## src/rtl/nonce_search_core.sv

```systemverilog
module nonce_search_core (
  input  logic         clk,
  input  logic         rst_n,
  input  logic         job_load,
  input  logic [255:0] job_midstate,
  input  logic [95:0]  job_tail,
  input  logic [255:0] job_target,
  input  logic [31:0]  job_first,
  input  logic [31:0]  job_last,
  output logic         busy,
  output logic         done,
  output logic         res_valid,
  input  logic         res_ready,
  output logic [31:0]  res_nonce,
  output logic [255:0] res_hash
);

  localparam logic [255:0] IV = {32'h6a09e667, 32'hbb67ae85, 32'h3c6ef372, 32'ha54ff53a,
                                 32'h510e527f, 32'h9b05688c, 32'h1f83d9ab, 32'h5be0cd19};

  typedef enum logic [2:0] {S_IDLE, S_LOAD, S_ROUND, S_FOLD, S_HOLD, S_NEXT} state_t;

  function automatic logic [31:0] ror(input logic [31:0] x, input int n);
    return (x >> n) | (x << (32 - n));
  endfunction

  function automatic logic [31:0] kconst(input logic [5:0] i);
    case (i)
      6'd0:  return 32'h428a2f98; 6'd1:  return 32'h71374491;
      6'd2:  return 32'hb5c0fbcf; 6'd3:  return 32'he9b5dba5;
      6'd4:  return 32'h3956c25b; 6'd5:  return 32'h59f111f1;
      6'd6:  return 32'h923f82a4; 6'd7:  return 32'hab1c5ed5;
      6'd8:  return 32'hd807aa98; 6'd9:  return 32'h12835b01;
      6'd10: return 32'h243185be; 6'd11: return 32'h550c7dc3;
      6'd12: return 32'h72be5d74; 6'd13: return 32'h80deb1fe;
      6'd14: return 32'h9bdc06a7; 6'd15: return 32'hc19bf174;
      6'd16: return 32'he49b69c1; 6'd17: return 32'hefbe4786;
      6'd18: return 32'h0fc19dc6; 6'd19: return 32'h240ca1cc;
      6'd20: return 32'h2de92c6f; 6'd21: return 32'h4a7484aa;
      6'd22: return 32'h5cb0a9dc; 6'd23: return 32'h76f988da;
      6'd24: return 32'h983e5152; 6'd25: return 32'ha831c66d;
      6'd26: return 32'hb00327c8; 6'd27: return 32'hbf597fc7;
      6'd28: return 32'hc6e00bf3; 6'd29: return 32'hd5a79147;
      6'd30: return 32'h06ca6351; 6'd31: return 32'h14292967;
      6'd32: return 32'h27b70a85; 6'd33: return 32'h2e1b2138;
      6'd34: return 32'h4d2c6dfc; 6'd35: return 32'h53380d13;
      6'd36: return 32'h650a7354; 6'd37: return 32'h766a0abb;
      6'd38: return 32'h81c2c92e; 6'd39: return 32'h92722c85;
      6'd40: return 32'ha2bfe8a1; 6'd41: return 32'ha81a664b;
      6'd42: return 32'hc24b8b70; 6'd43: return 32'hc76c51a3;
      6'd44: return 32'hd192e819; 6'd45: return 32'hd6990624;
      6'd46: return 32'hf40e3585; 6'd47: return 32'h106aa070;
      6'd48: return 32'h19a4c116; 6'd49: return 32'h1e376c08;
      6'd50: return 32'h2748774c; 6'd51: return 32'h34b0bcb5;
      6'd52: return 32'h391c0cb3; 6'd53: return 32'h4ed8aa4a;
      6'd54: return 32'h5b9cca4f; 6'd55: return 32'h682e6ff3;
      6'd56: return 32'h748f82ee; 6'd57: return 32'h78a5636f;
      6'd58: return 32'h84c87814; 6'd59: return 32'h8cc70208;
      6'd60: return 32'h90befffa; 6'd61: return 32'ha4506ceb;
      6'd62: return 32'hbef9a3f7; default: return 32'hc67178f2;
    endcase
  endfunction

  state_t         state;
  logic [31:0]    v [8];
  logic [31:0]    w [16];
  logic [5:0]     rnd;
  logic           second;
  logic [255:0]   mid_q, tgt_q;
  logic [95:0]    tail_q;
  logic [31:0]    cur, last_q;

  logic [31:0]    t1, t2, wnext;
  logic [255:0]   fold_bus, hval, chain, blk_state;
  logic [511:0]   blk1, blk2, blk_msg;
  logic           hit;

  assign busy = (state != S_IDLE);

  always_comb begin
    t1 = v[7] + (ror(v[4], 6) ^ ror(v[4], 11) ^ ror(v[4], 25))
              + ((v[4] & v[5]) ^ (~v[4] & v[6])) + kconst(rnd) + w[0];
    t2 = (ror(v[0], 2) ^ ror(v[0], 13) ^ ror(v[0], 22))
              + ((v[0] & v[1]) ^ (v[0] & v[2]) ^ (v[1] & v[2]));
    wnext = (ror(w[14], 17) ^ ror(w[14], 19) ^ (w[14] >> 10)) + w[9]
          + (ror(w[1], 7) ^ ror(w[1], 18) ^ (w[1] >> 3)) + w[0];
  end

  assign chain = second ? IV : mid_q;

  always_comb begin
    for (int j = 0; j < 8; j++)
      fold_bus[255-32*j -: 32] = v[j] + chain[255-32*j -: 32];
    for (int b = 0; b < 32; b++)
      hval[8*b +: 8] = fold_bus[255-8*b -: 8];
  end

  assign hit  = (hval < tgt_q);
  assign blk1 = {tail_q, cur[7:0], cur[15:8], cur[23:16], cur[31:24],
                 32'h80000000, 320'd0, 32'd640};
  assign blk2 = {fold_bus, 32'h80000000, 192'd0, 32'd256};

  assign blk_msg   = (state == S_LOAD) ? blk1 : blk2;
  assign blk_state = (state == S_LOAD) ? mid_q : IV;

  always_ff @(posedge clk) begin
    if (!rst_n) begin
      state     <= S_IDLE;
      done      <= 1'b0;
      res_valid <= 1'b0;
      res_nonce <= '0;
      res_hash  <= '0;
      rnd       <= '0;
      second    <= 1'b0;
    end else if (job_load) begin
      mid_q     <= job_midstate;
      tail_q    <= job_tail;
      tgt_q     <= job_target;
      cur       <= job_first;
      last_q    <= job_last;
      done      <= 1'b0;
      res_valid <= 1'b0;
      state     <= S_LOAD;
    end else begin
      case (state)
        S_LOAD: begin
          for (int j = 0; j < 8; j++)  v[j] <= blk_state[255-32*j -: 32];
          for (int j = 0; j < 16; j++) w[j] <= blk_msg[511-32*j -: 32];
          rnd    <= '0;
          second <= 1'b0;
          state  <= S_ROUND;
        end
        S_ROUND: begin
          v[0] <= t1 + t2;
          v[1] <= v[0];
          v[2] <= v[1];
          v[3] <= v[2];
          v[4] <= v[3] + t1;
          v[5] <= v[4];
          v[6] <= v[5];
          v[7] <= v[6];
          for (int j = 0; j < 15; j++) w[j] <= w[j+1];
          w[15] <= wnext;
          rnd   <= rnd + 6'd1;
          if (rnd == 6'd63) state <= S_FOLD;
        end
        S_FOLD: begin
          if (!second) begin
            for (int j = 0; j < 8; j++)  v[j] <= blk_state[255-32*j -: 32];
            for (int j = 0; j < 16; j++) w[j] <= blk_msg[511-32*j -: 32];
            rnd    <= '0;
            second <= 1'b1;
            state  <= S_ROUND;
          end else if (hit) begin
            res_valid <= 1'b1;
            res_nonce <= cur;
            res_hash  <= fold_bus;
            state     <= S_HOLD;
          end else begin
            state <= S_NEXT;
          end
        end
        S_HOLD: begin
          if (res_ready) begin
            res_valid <= 1'b0;
            state     <= S_NEXT;
          end
        end
        S_NEXT: begin
          if (cur == last_q) begin
            done  <= 1'b1;
            state <= S_IDLE;
          end else begin
            cur   <= cur + 32'd1;
            state <= S_LOAD;
          end
        end
        default: state <= S_IDLE;
      endcase
    end
  end

endmodule

```

## config.mk

```make
export PLATFORM = sky130hd
export DESIGN_NAME = nonce_search_core
export DESIGN_NICKNAME = d
export VERILOG_FILES = /design/src/rtl/nonce_search_core.sv
export SDC_FILE = /design/constraint.sdc
export NUM_CORES = 2
export LEC_CHECK = 0
export CORE_UTILIZATION = 45
export CTS_CLUSTER_DIAMETER = 30
export DETAILED_ROUTE_END_ITERATION = 16
export DONT_BUFFER_PORTS = 1
export GPL_TIMING_DRIVEN = 0
export HOLD_SLACK_MARGIN = 0.06
export PLACE_DENSITY = 0.61
export SETUP_SLACK_MARGIN = 0.5
export SYNTH_ARGS = -nofsm -noshare
export SYNTH_HDL_FRONTEND = slang
export SYNTH_SLANG_ARGS = --single-unit
```

## constraint.sdc

```tcl
create_clock -name clk -period 22.2 [get_ports clk]
set_input_delay 2.22 -clock clk [delete_from_list [all_inputs] [get_ports clk]]
set_output_delay 2.22 -clock clk [all_outputs]
set_load 0.03 [all_outputs]
```

* After elaboration in Yosys (flattened, before gate mapping)
Memories as Yosys holds them, arrays and structs flattened. A register that Yosys moved wholly into a read port is not among the register bits.
Index checks and enable logic that the tools add are counted.
** Cells by class
- $add $sub $neg :: 20
- $mul :: 0
- Div/mod/pow operators :: 0
- $lt $le $gt $ge :: 1
- Eq/ne operators :: 15
- Shifts and indexed selects :: 0
- Mux-type cells :: 83
- Bitwise operators :: 77
- Reduce and logical (&&, ||, !) cells :: 15
** Operator list (count)
- two-way mux 32 bit :: 51
- adder 32 bit :: 18
- two-way mux 256 bit :: 2
- two-way mux 512 bit :: 1
- bitwise XOR 32 bit :: 9
- less-than comparator 256 bit :: 1
- bitwise AND 32 bit :: 5
- bitwise OR 1 bit :: 48
- adder 32 x 1 -> 32 bit (second input constant) :: 1
- equality test 32 bit :: 1
- NOT 32 bit :: 1
- bitwise OR 10 x 32 -> 32 bit :: 1
- bitwise OR 13 x 32 -> 32 bit :: 1
- bitwise OR 14 x 32 -> 32 bit :: 1
- bitwise OR 15 x 32 -> 32 bit :: 1
- bitwise OR 19 x 32 -> 32 bit :: 1
- bitwise OR 21 x 32 -> 32 bit :: 1
- bitwise OR 25 x 32 -> 32 bit :: 1
- bitwise OR 26 x 32 -> 32 bit :: 1
- bitwise OR 30 x 32 -> 32 bit :: 1
- bitwise OR 7 x 32 -> 32 bit :: 1
- bitwise XOR 32 x 22 -> 32 bit :: 1
- bitwise XOR 32 x 29 -> 32 bit :: 1
- two-way mux 1 bit :: 19
- other kinds (19) :: 42
** Storage, ports and cells
- Register bits after elaboration :: 972
- Bits in latches :: 0
- RAM bits :: 768
- ROM bits :: 2048
- Bits of input ports :: 676
- Output and inout bits :: 291
- Logic and storage cells :: 227
- Memories :: 3
** Memory list
- (no name shown) :: words 64, width 32, read ports 1, clocked after memory_dff 1, wr ports 0, RTL line 28 : case (i)
- w :: words 16, width 32, read ports 16, clocked after memory_dff 0, wr ports 16, RTL line 66 : logic [31:0] w [16];
- v :: words 8, width 32, read ports 8, clocked after memory_dff 0, wr ports 8, RTL line 65 : logic [31:0] v [8];

* Logic depth before layout (Yosys ltp)
An unclocked memory read counts as a cell.
- Depth after elaboration :: 11
- Depth in mapped cells :: 34
- Depth with buffers taken out :: 33

* Worst setup path after synthesis
OpenSTA, ideal clock, no wires.
- Path kind :: input to register
- From :: input job_load
- To :: register state[0]
- Library setup time :: 0.171 ns
- Arrival :: 18.348 ns
- Required time :: 22.029 ns
- Slack :: 3.681 ns
- Stages on the path :: 4
- Buffers on the path :: 2
- Cell sequence :: clkbuf_1 clkbuf_1 and2_1 o21bai_1
** Between the ends
- Longest elaborated chain between the ends :: 2
- Elaborated cells between the ends (all ways) :: 4
- Those cells by class :: eq/ne (2); mux (1); reduce/logical (1)
** Ends and longest elaborated chain
- start: declaration :: RTL line 4 : input logic job_load,
- != test 3 bit (no source line)
- AND reduction 2 bit (no source line)
- end signal: assignment :: RTL line 108 : state <= S_IDLE;
- end signal: assignment :: RTL line 123 : state <= S_LOAD;
- end signal: assignment :: RTL line 131 : state <= S_ROUND;
- end: declaration :: RTL line 64 : state_t state;
Parallel ways exist; a longest one is shown, timed or not.
A chain may end at the register's enable or synchronous reset.

* Worst setup path in the final report
- From :: register second
- To :: register res_hash[251]
** Between the ends
- Longest elaborated chain between the ends :: 4
- Elaborated cells between the ends (all ways) :: 11
- Those cells by class :: add/sub (8); order compare (1); mux (1); reduce/logical (1)
** Ends and longest elaborated chain
- start: declaration :: RTL line 68 : logic second;
- start signal: assignment :: RTL line 114 : second <= 1'b0;
- start signal: assignment :: RTL line 130 : second <= 1'b0;
- start signal: assignment :: RTL line 152 : second <= 1'b1;
- two-way mux 256 bit :: RTL line 89 : assign chain = second ? IV : mid_q;
- adder 32 bit :: RTL line 93 : fold_bus[255-32*j -: 32] = v[j] + chain[255-32*j -: 32];
- net blk2[287] :: RTL line 75 : logic [511:0] blk1, blk2, blk_msg;
- less-than comparator 256 bit :: RTL line 98 : assign hit = (hval < tgt_q);
- AND reduction 4 bit (no source line)
- end signal: assignment :: RTL line 157 : res_hash <= fold_bus;
- end: declaration :: RTL line 15 : output logic [255:0] res_hash
The timed path passes the listed nets, and every way through them passes these cells.

==> impl_results.md <==
* Worst reg2reg startpoint: second
* Cells after Synth at 8867
* CTS clk-pin slew, worst paths at 50 ps
* Post-Layout Cell Count at 12.6k
* Row cnt at 170
* CTS hold repair buffers at 0
* Final Hold Viols at 0
* CTS Sinks at 1772
* Post-Route WL at 470000 um
* Worst IR Drop VDD at 0.000115 V
* Seq/Total Area, Yosys at 48.5%
* Crit path launch: second
* Worst EP required at 23090 ps
* Final clock skew at 131 ps
* Main flop type after synthesis: edfxtp_1
* Reg2Reg Setup Slack at 8850 ps
* Crit-path max FO at 11
* Critical path class: flip-flop to flip-flop
* Global-route wire length before repair at 622000 um
* RSZ-0062 raised after global routing: false
* Largest cells by area after synthesis: edfxtp_1 (37%), dfxtp_1 (12%), ha_1 (8.3%), xnor2_1 (4.3%), fa_1 (4.0%)
* Instance count on the critical path at 34
* Final Max Tran Viols at 76
* Worst path top cell family by delay: buffers and inverters
* Post-DP HPWL at 379000 um
* Htree depth at 5
* Total track usage at 41.7%
* Startpoint Class: flip-flop
* Number of global-route vias before repair at 74.9k
* CTS max path bufs at 4
* Layout cell share with drive strength beyond 1 at 10.3%
* Post-synth top area share at 36.6%
* Vias/cell at 6.40
* Root Buffer: clkbuf_16
* WHS at 458 ps
* Iteration-0 DRC Markers at 11.3k
* R2R Path End: res_hash[251]
* Post-synth top cells: edfxtp_1 (1188), nor2_1 (725), ha_1 (645)
* Tcrit/Tclk final at 60.1%
* Nets at 10.8k
* Status: finished with violations
* Synthesized area at 0.0976 mm^2
* Num ports at 967
* # fillers at 18.8k
* Largest net degree at the start of global routing at 118
* Gpl congestion at 1.07
* Slew margin rel. at -9.24%
* Syn Nets at 10.4k
* Yosys reg bits at 1772
* Worst-Margin Slew at 1630 ps
* Hold/Removal Path Class: flip-flop to flip-flop
* Post-Place Setup Slack at 9330 ps
* Failing checks: max-capacitance violations, max-slew violations
* Slowest-stage cell, CP: clkbuf_1
* EDFF count, synth at 1188
* Die Wd at 468 um
* Post-CTS Resized at 0
* Area Overhead vs Synth at 18.9%
* Via count at 80.3k
* Avg WL per Cell at 37.4 um
* Synth Area per Inst at 11.0 um^2
* Crit path time final at 13350 ps
* Post-synth ARST share at 0%
* Final global-route overflow total at 0
* WP buf/inv at 10
* First drt pass iteration count at 9
* Setup violators final at 0
* Ys Warns at 0
* Die area at 0.219 mm^2
* Antenna-violating nets left at 0
* Static Leak at 45.3 nW
* Synth area leader: edfxtp_1
* Setup repair bufs after CTS at 0
* Crit path DAT at 14240 ps
* Max Cap Viol at 23
* Netlist cell types at 94
* Setup crit end: res_hash[251]
* Fin util at 53.9%
* Initial antenna violation count at 134
* Remaining DRCs at 0
* Starting Density at 45.4%
* Die H at 468 um
* CTS tree: done
* Setup TNS at 0 ps
* Crit end category: flip-flop
* F_max at 74.9 MHz
* Worst r2r path cells at 34
* Most frequent cell on the critical path: buf_4
* Final WS setup at 8850 ps
* Most frequent cell after synthesis: edfxtp_1
* Worst skew pair latency at 1020 ps
* Number of buffers created by CTS at 405
* IO Port Bufs at 0
* Core Box Area at 0.215 mm^2
* Placed insts at 11.7k
* Critical Path Max Stage Delay at 1000 ps
* PwrDens at 119 mW/mm^2
## final cells by class
cell class | instances | area, um^2 | share of cell area, %
clock buffer | 491 | 11000 | 9.49
sequential | 1772 | 47400 | 40.8
inverter | 502 | 1900 | 1.64
buffer | 461 | 1960 | 1.69
timing repair buffer | 26 | 488 | 0.421
multi-input combinational | 6132 | 46600 | 40.2
antenna | 88 | 220 | 0.190
clock inverter | 246 | 2890 | 2.49
tap | 2838 | 3550 | 3.06
## worst min-delay path, stage by stage, from the launching register on
cell,delay (ps)
dfxtp_1,310
nand2_1,50
a21oi_1,50
## worst min-delay path by stage
stage	from	end	slack (ps)	depth (start not counted)
final	w[1][240]	w[1][240]	460	2
after global routing	w[1][247]	w[1][247]	480	2
after CTS	w[1][247]	w[1][247]	460	2
after detailed placement	w[1][244]	w[1][244]	450	2
after global placement	w[1][244]	w[1][244]	440	2
after floorplan	w[1][226]	w[1][226]	430	2
## report_power, final
part | leakage [nW] | internal, mW | switching, mW | total [mW]
sequential | 15.7 | 3.70 | 0.137 | 3.84
combinational | 22.8 | 1.34 | 2.54 | 3.88
clock | 6.79 | 4.09 | 2.00 | 6.09
total | 45.3 | 9.13 | 4.68 | 13.8
## placed cells by master, fill, tap and decap left out, drive strengths merged, types with 96 or more instances in the layout
cell | synthesis | layout
a21oi | 492 | 492
o22a | 112 | 112
a21o | 182 | 182
buf | 70 | 96
o21ai | 351 | 351
or2 | 154 | 154
nor2 | 725 | 725
mux2i | 273 | 273
fa | 195 | 195
nand2 | 497 | 497
nor3 | 98 | 98
nand3 | 129 | 129
ha | 645 | 645
inv | 501 | 565
nor2b | 157 | 157
xor2 | 159 | 159
a22o | 439 | 439
clkinv | 1 | 110
xnor2 | 478 | 478
edfxtp | 1188 | 1188
dfxtp | 584 | 584
clkbuf | 391 | 882
## per-stage QoR
| stage | area, um^2 | total power [mW] |
|---|---|---|
| floorplan | 97600 | 6.26 |
| global placement | 101000 | 7.61 |
| detailed placement | 102000 | 7.60 |
| CTS | 116000 | 13.7 |
| global route | 116000 | 14.2 |
| finish | 116000 | 13.8 |
## state kept, by name (all words and copies together), names as in the netlist, named ones only
name and count:
state 3, res_nonce 32, cur 32, v 256, mid_q 256, w 512, rnd 6, last_q 32
tgt_q 256, second 1, tail_q 96, res_hash 256, res_valid 1, done 1
## logic make-up (layout without fill, tap and decap cells)
logic type | Yosys count | count (layout) | synth area share [%]
other | 0 | 88 | 0
AND/OR/NAND/NOR | 2078 | 2078 | 10.0
adder cells (fa/ha/maj) | 871 | 871 | 12.6
multiplexers | 305 | 305 | 3.17
buffers and inverters | 963 | 1726 | 3.94
AO/OA/AOI/OAI | 2239 | 2239 | 16.0
XOR/XNOR | 639 | 639 | 5.77
flip-flops | 1772 | 1772 | 48.5
## per-layer routing
layer / vias to the layer above / track usage [%] / wire, um
met5: - / 0.878 / 499
met4: 38 / 25.5 / 33100
met3: 1275 / 13.1 / 58800
met2: 5711 / 60.7 / 198000
met1: 39800 / 53.8 / 179000
li1: 33500 / - / -
Power figures use the tool's default switching activity.
